File: config.mk
export PLATFORM = sky130hd
export DESIGN_NAME = line_swap_remap
export DESIGN_NICKNAME = d
export VERILOG_FILES = /design/src/rtl/line_swap_pkg.sv /design/src/rtl/lsr_pick.sv /design/src/rtl/lsr_table.sv /design/src/rtl/lsr_xlate.sv /design/src/rtl/line_swap_remap.sv
export SDC_FILE = /design/constraint.sdc
export NUM_CORES = 1
export LEC_CHECK = 0
export ABC_CLOCK_PERIOD_IN_PS = 3900
export BUFFER_PORTS_ARGS = -buffer_cell sky130_fd_sc_hd__buf_2
export CAP_MARGIN = 10
export CORE_MARGIN = 3
export CORE_UTILIZATION = 30
export CTS_CLUSTER_SIZE = 8
export DETAILED_ROUTE_END_ITERATION = 7
export HOLD_SLACK_MARGIN = 0.1
export SLEW_MARGIN = 20
export SYNTH_ARGS = -nofsm -noshare
export SYNTH_HDL_FRONTEND = slang
export SYNTH_HIERARCHICAL = 1
export SYNTH_SLANG_ARGS = --single-unit
export TNS_END_PERCENT = 10
File: constraint.sdc
create_clock -name clk -period 3.9 [get_ports clk]
set_input_delay 0.39 -clock clk [delete_from_list [all_inputs] [get_ports clk]]
set_output_delay 0.39 -clock clk [all_outputs]
set_load 0.05 [all_outputs]
File: src/rtl/line_swap_pkg.sv
package line_swap_pkg;

  // Grade of one cache-line column in a subarray's profile.
  typedef enum logic {
    COL_WEAK   = 1'b0,
    COL_STRONG = 1'b1
  } col_grade_e;

  // Bits needed to index n items, never less than one.
  function automatic int width_of(input int n);
    int w;
    w = 1;
    while ((1 << w) < n) w++;
    return w;
  endfunction

endpackage

File: src/rtl/lsr_pick.sv
module lsr_pick import line_swap_pkg::*; #(
  parameter  int COL_W = 4,
  localparam int COLS  = 1 << COL_W
) (
  input  logic [COLS-1:0]  strong_mask,
  output logic [COL_W-1:0] first_strong
);

  // Lowest strong column. Yields 0 both when column 0 is strong and when
  // no column is strong, so the swap collapses to the identity there.
  function automatic logic [COL_W-1:0] lowest_strong(input logic [COLS-1:0] m);
    logic [COL_W-1:0] r;
    r = '0;
    for (int i = COLS - 1; i >= 0; i--) begin
      if (col_grade_e'(m[i]) == COL_STRONG) r = COL_W'(i);
    end
    return r;
  endfunction

  assign first_strong = lowest_strong(strong_mask);

endmodule

File: src/rtl/lsr_table.sv
module lsr_table #(
  parameter  int ENTRIES = 16,
  parameter  int IDX_W   = 4,
  parameter  int COL_W   = 4,
  localparam int COLS    = 1 << COL_W
) (
  input  logic             clk,
  input  logic             rst_n,
  input  logic             wr_en,
  input  logic [IDX_W-1:0] wr_idx,
  input  logic [COL_W-1:0] wr_tgt,
  input  logic [COLS-1:0]  wr_mask,
  input  logic [IDX_W-1:0] rd_idx,
  output logic [COL_W-1:0] rd_tgt
);

  logic [COL_W-1:0]   ent_q [ENTRIES];
  logic [ENTRIES-1:0] wr_hit;

  for (genvar k = 0; k < ENTRIES; k++) begin : g_ent
    assign wr_hit[k] = wr_en && (int'(wr_idx) == k);

    always_ff @(posedge clk or negedge rst_n) begin
      if (!rst_n)         ent_q[k] <= '0;
      else if (wr_hit[k]) ent_q[k] <= wr_tgt;
    end

    // stored target names a strong column, or 0 for an empty mask
    p_target_strong_r4: assert property (@(posedge clk) disable iff (!rst_n)
      wr_hit[k] |=> (((($past(wr_mask) >> ent_q[k]) & COLS'(1)) != '0) ||
                    (($past(wr_mask) == '0) && (ent_q[k] == '0))));

    // no strong column lies below the stored target
    p_lowest_pick_r4: assert property (@(posedge clk) disable iff (!rst_n)
      wr_hit[k] |=> (($past(wr_mask) & ((COLS'(1) << ent_q[k]) - COLS'(1))) == '0));

    // entries not addressed by a load keep their value
    p_untouched_hold_r8: assert property (@(posedge clk) disable iff (!rst_n)
      !wr_hit[k] |=> $stable(ent_q[k]));
  end

  // Out-of-range slots (bank beyond BANKS) read as the identity.
  assign rd_tgt = (int'(rd_idx) < ENTRIES) ? ent_q[rd_idx] : '0;

endmodule

File: src/rtl/lsr_xlate.sv
module lsr_xlate #(
  parameter int COL_W = 4
) (
  input  logic [COL_W-1:0] lane_in,
  input  logic [COL_W-1:0] swap_tgt,
  output logic [COL_W-1:0] lane_out
);

  // Exchange lane 0 with the target lane; pass all others through.
  function automatic logic [COL_W-1:0] swap_lane(input logic [COL_W-1:0] l,
                                                 input logic [COL_W-1:0] t);
    if (l == '0) return t;
    if (l == t)  return '0;
    return l;
  endfunction

  assign lane_out = swap_lane(lane_in, swap_tgt);

endmodule

File: src/rtl/line_swap_remap.sv
module line_swap_remap import line_swap_pkg::*; #(
  parameter  int BANKS       = 4,
  parameter  int ROW_W       = 10,
  parameter  int SA_ROW_BITS = 8,
  parameter  int COL_W       = 4,
  localparam int BANK_W      = width_of(BANKS),
  localparam int SA_SEL_W    = ROW_W - SA_ROW_BITS,
  localparam int SA_PER_BANK = 1 << SA_SEL_W,
  localparam int ENTRIES     = BANKS * SA_PER_BANK,
  localparam int IDX_W       = width_of(ENTRIES),
  localparam int COLS        = 1 << COL_W
) (
  input  logic              clk,
  input  logic              rst_n,
  input  logic              ld_en,
  input  logic [BANK_W-1:0] ld_bank,
  input  logic [ROW_W-1:0]  ld_row,
  input  logic [COLS-1:0]   ld_strong,
  input  logic [BANK_W-1:0] rq_bank,
  input  logic [ROW_W-1:0]  rq_row,
  input  logic [COL_W-1:0]  rq_col,
  output logic [COL_W-1:0]  ph_col
);

  // Flat subarray slot from bank and the row bits above one subarray.
  function automatic logic [IDX_W-1:0] sa_slot(input logic [BANK_W-1:0] b,
                                               input logic [ROW_W-1:0]  r);
    return IDX_W'(b) * IDX_W'(SA_PER_BANK) + IDX_W'(r >> SA_ROW_BITS);
  endfunction

  logic [IDX_W-1:0] ld_slot;
  logic [IDX_W-1:0] rq_slot;
  logic [COL_W-1:0] pick_tgt;
  logic [COL_W-1:0] cur_tgt;

  assign ld_slot = sa_slot(ld_bank, ld_row);
  assign rq_slot = sa_slot(rq_bank, rq_row);

  lsr_pick #(.COL_W(COL_W)) u_pick (
    .strong_mask  (ld_strong),
    .first_strong (pick_tgt)
  );

  lsr_table #(
    .ENTRIES (ENTRIES),
    .IDX_W   (IDX_W),
    .COL_W   (COL_W)
  ) u_table (
    .clk     (clk),
    .rst_n   (rst_n),
    .wr_en   (ld_en),
    .wr_idx  (ld_slot),
    .wr_tgt  (pick_tgt),
    .wr_mask (ld_strong),
    .rd_idx  (rq_slot),
    .rd_tgt  (cur_tgt)
  );

  lsr_xlate #(.COL_W(COL_W)) u_xlate (
    .lane_in  (rq_col),
    .swap_tgt (cur_tgt),
    .lane_out (ph_col)
  );

  // logical 0 lands on the stored swap target
  p_zero_to_target_r4: assert property (@(posedge clk) disable iff (!rst_n)
    (rq_col == '0) |-> (ph_col == cur_tgt));

  // the target lane takes the place of lane 0
  p_target_to_zero_r9: assert property (@(posedge clk) disable iff (!rst_n)
    (rq_col == cur_tgt) |-> (ph_col == '0));

  // lanes outside the swapped pair are untouched
  p_rest_fixed_r9: assert property (@(posedge clk) disable iff (!rst_n)
    ((rq_col != '0) && (rq_col != cur_tgt)) |-> (ph_col == rq_col));

endmodule

======== After elaboration in Yosys (flattened, before gate mapping) ========
Index checks and enable logic that the tools add are counted.
operators by class
  eq/ne operators ......................... 16
  muxes and demuxes ....................... 26
  divide/modulo/power cells ............... 0
  $add $sub $neg .......................... 2
  reductions and logical operators ........ 18
  multiply operators ...................... 0
  bitwise logic cells ..................... 1
  $lt $le $gt $ge ......................... 1
  shift operators ......................... 0
operators with widths
  operator            count
  $mux 4              22
  $eq 4x4->1 const B  8
  $bmux 4 s4          1
  $eq 4x3->1 const B  4
  $logic_and 1x1->1   16
  $add 4x2->4         2
  $eq 4x2->1 const B  2
  $logic_not 4->1     2
  $ge 5x5->1 const B  1
  $not 4->5           1
  $eq 4x1->1 const B  1
  $eq 4x4->1          1
  $mux 1              3
word-level totals
  output and inout bits ................... 4
  bits in latches ......................... 0
  memory bits (writable) .................. 0
  input bits .............................. 47
  bits in read-only memories .............. 0
  bits in registers ....................... 64
  logic and storage cells ................. 80
  memories kept ........................... 0

======== Logic depth before layout (Yosys ltp) ========
Gate-level depths: netlist of the first run.
  word-level depth ........................ 16
  depth in mapped cells ................... 8
  mapped depth without buffers ............ 6

======== By module ========
The synthesis of the first run kept the hierarchy.
by module, submodules not included
  module     area an instance (um^2)  instances  cells each
  lsr_table  3,016.6                  1          195
  lsr_pick   178.9                    1          31
  lsr_xlate  88.8                     1          10

======== Least setup slack after synthesis of the first run ========
Ideal clock, no wire load.
  path type ............................... input to output
  from .................................... in rq_row[9]
  to ...................................... out ph_col[0]
  stages .................................. 8
  slack ................................... 1,400 ps
  arrival ................................. 2,110 ps
  buffers on the path ..................... 2
  cell sequence ........................... clkbuf_1 -> buf_2 -> mux4_2 -> a22oi_1 -> nand3_1 -> xnor2_1 -> nand4_1 -> a22o_1
on the way
  cells in the longest elaborated chain, start to end .. 10
ends and longest elaborated chain
  what                                            RTL line               source
  from (decl)                                     line_swap_remap.sv:20  input logic [ROW_W-1:0] rq_row,
  $add 4x2->4 (*)                                 line_swap_remap.sv:28  return IDX_W'(b) * IDX_W'(SA_PER_BANK) + IDX_W'(r >> SA_ROW_BITS);
  $not 4->5 (implied by the code) (*)             lsr_table.sv:43        assign rd_tgt = (int'(rd_idx) < ENTRIES) ? ent_q[rd_idx] : '0;
  $bmux 4 s4 (*)                                  lsr_table.sv:43
  $mux 4 (implied by the code) (*) (2 in series)  lsr_table.sv:43
  named net cur_tgt[2]                            line_swap_remap.sv:34  logic [COL_W-1:0] cur_tgt;
  $eq 4x4->1 (*)                                  lsr_xlate.sv:13        if (l == t) return '0;
  $mux 1 (2 in series)                            lsr_xlate.sv:13
  $mux 4 (*)                                      lsr_xlate.sv:14        return l;
  $mux 4 (*)                                      lsr_xlate.sv:13
  to (decl)                                       line_swap_remap.sv:22  output logic [COL_W-1:0] ph_col
Mark *: on every way through the listed nets, which the timed path passes. The rest lies on a longest branch. The select of a mux whose other input is x is not followed.

======== Worst setup path in the final report of the first run ========
  from .................................... in rq_row[8]
  to ...................................... out ph_col[1]
The elaborated chain is that of the path after synthesis.

==> qor.yml, run 1 <==
coreArea_um2: 10460
dp_hpwl_um: 4946
grt_usage_pct: 12.08
slew-limit-headroom_pct: 51.19
max_cap_violations: 0
drt-pass1-iter-count: 4
core.rowCount: 37
cts_setup_buffers: 0
largest_registers: "u_table/ent_q x64"
slew_violations: 0
setup_violations: 0
ir_drop_mv: 0.1394
drc: 0
p_sw_share_pct: 24.23
p_int_mw: 1.192
crit_path_end_kind: "primary output"
cts_tree: "built"
regMostFlops: "u_table/ent_q"
path_max_fanout: 16
ys_warn_count: 6
yosysSeqAreaShare_pct: 48.76
synth_adder_area_share_pct: 0
grt_overflow: 0
cts.sinks: 64
syn-num-nets: 283
worstSetupStartpoint: "rq_row[8]"
status: "completed"
async_flop_share_pct: 100.0
io_buffers: 34
critPathRequiredTime_ps: 3510
drt_iter0_markers: 112
synth_compound_area_share_pct: 4.114
crit_type: "in2out"
synth_top_area_share_pct: 48.76
ys_seq_elements: 64
hold_viol_final: 0
synthXorXnorAreaFrac_pct: 1.067
die-area_um2: 12240
synth_cells: 236
synth_cell_types: 32
clk_pin_slew_ps: 70
worst_ep_arrival_time_ps: 2710
cts_max_path_buffers: 2
seqPwrFrac_pct: 48.9
cts_root_buf: "clkbuf_8"
gp_congestion: 0.8098
synth_top_family_by_area: "multiplexers"
fin_crit_sh_pct: 79.47
finalWirelength_um: 6974
die_w_um: 110.6
synthMuxAreaShare_pct: 34.51
rr_startpoint: "u_table/ent_q[42]$_DFFE_PN0P_"
max_slew.worst_pin.slew_ps: 732.1
fin_crit_ps: 3099
synthesis.area_um2: 3284
rsz0062_at_grt: "false"
ios: 51
viasPerCell: 5.053
finalSetupTns_ps: 0
clock_latency_ps: 330
wl_per_cell_um: 16.68
largest_register_ffs: 64
netlist.top_cell.by_area: "dfrtp_1"
p_per_area_nw_per_um2: 413.8
num_antenna_cells: 0
yosys.area_share.simple_pct: 9.524
vias: 2112
synth_enable_flop_cells: 0
htreeDepth: 3
min_path_type: "in2async"
cts_hold_repair.buffers: 0
place_inst: 402
start_util_pct: 31.39
p_total_mw: 1.573
p_comb_share_pct: 15.2
syn_area_per_cell_um2: 13.92
yosys-top-cells-area: "dfrtp_1 49%, mux2_2 22%, mux4_1 11%"
p_leak_nw: 1.798
cp-start-kind: "primary input"
p_sw_mw: 0.3812
drive_gt1_share_pct: 43.26
layout.nets: 324
antenna_found_initial: 0
drtAntennaViolNets: 0
die_y_um: 110.6
fin_cells: 418
synth_ff_type: "dfrtp_1"
max_clock_freq_ghz: 0.3226
post_cts_resized: 0
clock_skew_ps: 0
p_clk_share_pct: 35.9
numCtsBuffers: 9
reg2reg_depth: 1
first_global_vias: 2240
syn_to_final_growth_pct: 15.77
grt_pass1_wl_um: 11550
grt_start_max_net_pins: 35
-- final timing paths --
kind | end | slack, ps
max | ph_col[1] | 800
min | u_table/ent_q[29]$_DFFE_PN0P_ | 100
max reg2reg | u_table/ent_q[42]$_DFFE_PN0P_ | 3140
min reg2reg | u_table/ent_q[27]$_DFFE_PN0P_ | 500
max in group asynchronous | u_table/ent_q[37]$_DFFE_PN0P_ | 2920
min in group clk | u_table/ent_q[27]$_DFFE_PN0P_ | 500
-- per-stage QoR --
| step | worst slack, ps | util (%) | hold WS [ps] | cell area, um2 |
|---|---|---|---|---|
| 2_1_floorplan | 1400 | - | 94.41 | 3284 |
| 3_3_place_gp | 817.3 | 34.41 | 461.2 | 3600 |
| 3_5_place_dp | 787.4 | 34.44 | 475.5 | 3603 |
| 4_1_cts | 782.4 | 36.34 | 111.4 | 3802 |
| 5_1_grt | 590.5 | 36.34 | 128.8 | 3802 |
| 6_report | 800.6 | 36.34 | 99.40 | 3802 |
-- routing by layer --
| metal | wire length [um] | track usage [%] |
|---|---|---|
| met1 | 3354 | 16.11 |
| met2 | 3279 | 18.93 |
| met3 | 214 | 2.685 |
| met4 | 125 | 5.172 |
| met5 | 0 | 0 |
-- layout make-up --
class | count | area (um2)
repair buffers | 38 | 200.2
clock inverters | 3 | 40.04
well taps | 136 | 170.2
clock buffers | 13 | 158.9
flip-flops and latches | 64 | 1602
inverters | 3 | 11.26
multi-input cells | 161 | 1620
fillers | 1041 | 6660
-- worst max-delay path, cell delays in order --
cell	delay, ps
buf_2	430
mux4_1	650
a22oi_1	210
nand3_1	150
xnor2_1	180
nand4_1	200
a22o_1	280
buf_2	210
-- placed cells by master (no fill, tap or decap), drive strengths merged --
| cell | n |
|---|---|
| mux2 | 64 |
| dfrtp | 64 |
| buf | 38 |
| nor2 | 18 |
| mux4 | 16 |
| clkbuf | 13 |
| nand3 | 11 |
| nand2 | 9 |
| nand2b | 6 |
| a22oi | 4 |
| xnor2 | 4 |
| a22o | 4 |
| a21oi | 4 |
| inv | 3 |
| nand3b | 3 |
| nor4 | 3 |
| clkinv | 2 |
| nor3 | 2 |
| a31oi | 2 |
| nor2b | 2 |
| bufinv | 1 |
| o41ai | 1 |
| o31ai | 1 |
| o21ai | 1 |
| o311a | 1 |
| o22ai | 1 |
| nor3b | 1 |
| and2b | 1 |
| or3 | 1 |
| nand4 | 1 |
-- synthesized netlist by cell type (all sizes together) (3+ instances only) --
cell type and n:
a22o 4, nor2 18, inv 3, clkbuf 5, xnor2 4, nand2 9
a22oi 4, mux4 16, buf 3, nand2b 6, nand3b 3, nor4 3
dfrtp 64, mux2 64, a21oi 4, nand3 11
-- logic make-up (layout without fill, tap and decap cells) --
logic type / after synthesis / after routing
multiplexers: 80 / 80
flip-flops: 64 / 64
AO/OA/AOI/OAI: 19 / 19
buffers and inverters: 11 / 57
XOR/XNOR: 4 / 4
AND/OR/NAND/NOR: 58 / 58
-- power by group through the flow --
stage / Clock [mW] / Sequential (mW) / Combinational, mW
floorplan: 0 / 0.770 / 0.171
global placement: 0 / 0.778 / 0.236
detailed placement: 0 / 0.782 / 0.242
CTS: 0.584 / 0.770 / 0.242
global route: 0.617 / 0.779 / 0.263
finish: 0.565 / 0.769 / 0.239
Note: power is estimated with default switching activity, not from simulation.
==> run 2, diff against run 1 <==
Settings changed: ABC_CLOCK_PERIOD_IN_PS 3900 to 2600.
Clock period 3.9 ns to 2.6 ns, I/O delays scaled along.
==> run 2 against run 1 <==
  * The flow now finishes with violations (negative setup slack)
  * Sequential share of layout area down 1.3 points
  * Die area did not move
  * Global-route usage fell by 0.10 points
  * Routed wire length rose by 2.7%
  * Register-to-register slack got worse by 1300 ps
  * Largest cell class unchanged
  * Highest routed layer unchanged
==> qor.yml, run 2 (synthesized netlist as in run 1, its figures left out) <==
status: "complete, but fails checks"
violations: "negative setup slack"
cp-start-kind: "register"
rsz0062_at_grt: "true"
slew_violations: 0  # unchanged
crit_type: "reg2out"
max_clock_freq_ghz: 0.3777
viasPerCell: 5.108  # +1.1%
max_slew.worst_pin.slew_ps: 755.2  # +23.09 ps
antenna_found_initial: 0  # unchanged
fin_crit_ps: 2648
htreeDepth: 3  # unchanged
drt-pass1-iter-count: 4  # unchanged
first_global_vias: 2226  # -0.63%
largest_register_ffs: 64  # unchanged
placed_area_um2: 3659  # +1.5%
coreArea_um2: 10460  # unchanged
ios: 51  # unchanged
max_cap_violations: 0  # unchanged
fin_crit_sh_pct: 101.8
mostFrequentLayoutCells: "64 x mux2_2, 64 x dfrtp_1, 30 x buf_2"
drive_gt1_share_pct: 50.35  # +7.1 points
largest_registers: "u_table/ent_q x64"
path_max_fanout: 4  # -12
worst_slack_ps: -47.84  # -848.4 ps
die_y_um: 110.6  # unchanged
setup_violations: 4  # +4
critPathRequiredTime_ps: 2340  # -1170 ps
crit_path_end_kind: "primary output"
finalWirelength_um: 7164  # +2.7%
wl_per_cell_um: 16.90  # +1.3%
grt_start_max_net_pins: 34  # -2.9%
drt_iter0_markers: 83  # -26%
regMostFlops: "u_table/ent_q"
drtAntennaViolNets: 0  # unchanged
vias: 2166  # +2.6%
p_leak_nw: 1.834  # +2.0%
drc: 0  # unchanged
p_per_area_nw_per_um2: 606.3  # +47%
clock_latency_ps: 340  # about the same
slew-limit-headroom_pct: 49.65  # -1.5 points
cts_max_path_buffers: 2  # unchanged
start_util_pct: 31.39  # unchanged
clock_skew_ps: 0  # unchanged
cts_root_buf: "clkbuf_8"
grt_usage_pct: 11.98  # -0.10 points
dp_hpwl_um: 5047  # +2.0%
grt_pass1_wl_um: 11630  # +0.72%
syn_to_final_growth_pct: 19.50
grt_overflow: 0  # unchanged
final_cell_area_um2: 3925  # +3.2%
core.rowCount: 37  # unchanged
layout.nets: 330  # +1.9%
cts_tree: "built"
finalSetupTns_ps: -113.2  # -113.2 ps
num_antenna_cells: 0  # unchanged
gp_congestion: 0.7657  # -5.4%
clk_pin_slew_ps: 70  # about the same
ir_drop_mv: 0.2100  # +51%
die_w_um: 110.6  # unchanged
hold_viol_final: 0  # unchanged
min_path_type: "in2reg"
die-area_um2: 12240  # unchanged
numCtsBuffers: 9  # unchanged
io_buffers: 34  # unchanged
cts.sinks: 64  # unchanged
worst_ep_arrival_time_ps: 2390  # -320 ps
run 2: final cells by class:
type	count	area, um2
Timing Repair Buffer	44	294.0
Clock inverter	6	60.06
Inverter	3	11.26
Multi-Input combinational cell	161	1660
Tap cell	136	170.2
Sequential cell	64	1602
Fill cell	1038	6538
Clock buffer	10	127.6
run 2: worst max-delay path: stages (launching register included):
cell and delay (ps):
dfrtp_1 380, mux4_2 520, a22oi_2 180, nand3_2 140, xnor2_2 170, nand4_1 210
a22o_1 270, buf_4 190
run 2: layer usage:
| metal | vias to the layer above | wire, um | GRT usage (%) | part of all wire (%) |
|---|---|---|---|---|
| li1 | 992 | - | - | - |
| met1 | 1120 | 3394 | 15.74 | 47 |
| met2 | 39 | 3374 | 18.45 | 47 |
| met3 | 15 | 269 | 3.671 | 3.8 |
| met4 | 0 | 126 | 4.844 | 1.8 |
| met5 | - | 0 | 0 | 0 |
run 2: report_power, final:
part,switching (mW),leakage [nW],internal [mW]
clock network,0.385,0.0920,0.437
logic,0.183,0.882,0.214
registers,0.0541,0.861,1.11
run 2: path summary, 6_finish.rpt:
kind,start,to,slack [ps],cells past startpoint
max,u_table/ent_q[32]$_DFFE_PN0P_,ph_col[3],-50,7
min,ld_row[8],u_table/ent_q[56]$_DFFE_PN0P_,500,3
max reg2reg,u_table/ent_q[58]$_DFFE_PN0P_,u_table/ent_q[58]$_DFFE_PN0P_,1830,1
min reg2reg,u_table/ent_q[3]$_DFFE_PN0P_,u_table/ent_q[3]$_DFFE_PN0P_,500,1
max in group asynchronous,rst_n,u_table/ent_q[42]$_DFFE_PN0P_,1320,3
min in group asynchronous,rst_n,u_table/ent_q[27]$_DFFE_PN0P_,520,2
run 2: stage by stage:
stage	hold WS [ps]	util [%]	power (mW)	worst slack, ps	instances
5_1_grt	492.4	37.51	2.488	-137.0	424
3_3_place_gp	368.5	34.93	1.529	32.77	406
6_report	495.5	37.51	2.380	-47.84	424
2_1_floorplan	-35.59	-	1.412	359.7	236
3_5_place_dp	371.3	34.97	1.545	27.88	406
4_1_cts	474.8	37.18	2.390	2.119	424
run 2: repair_timing:
item | 4_1_cts | 5_1_grt
setup endpoints to repair | 4 | 4
hold buffers | 1 | 0
setup buffers | 1 | 0
pin swaps | 10 | 4
endpoints found under the hold margin | 31 | 0
resized for setup | 18 | 6
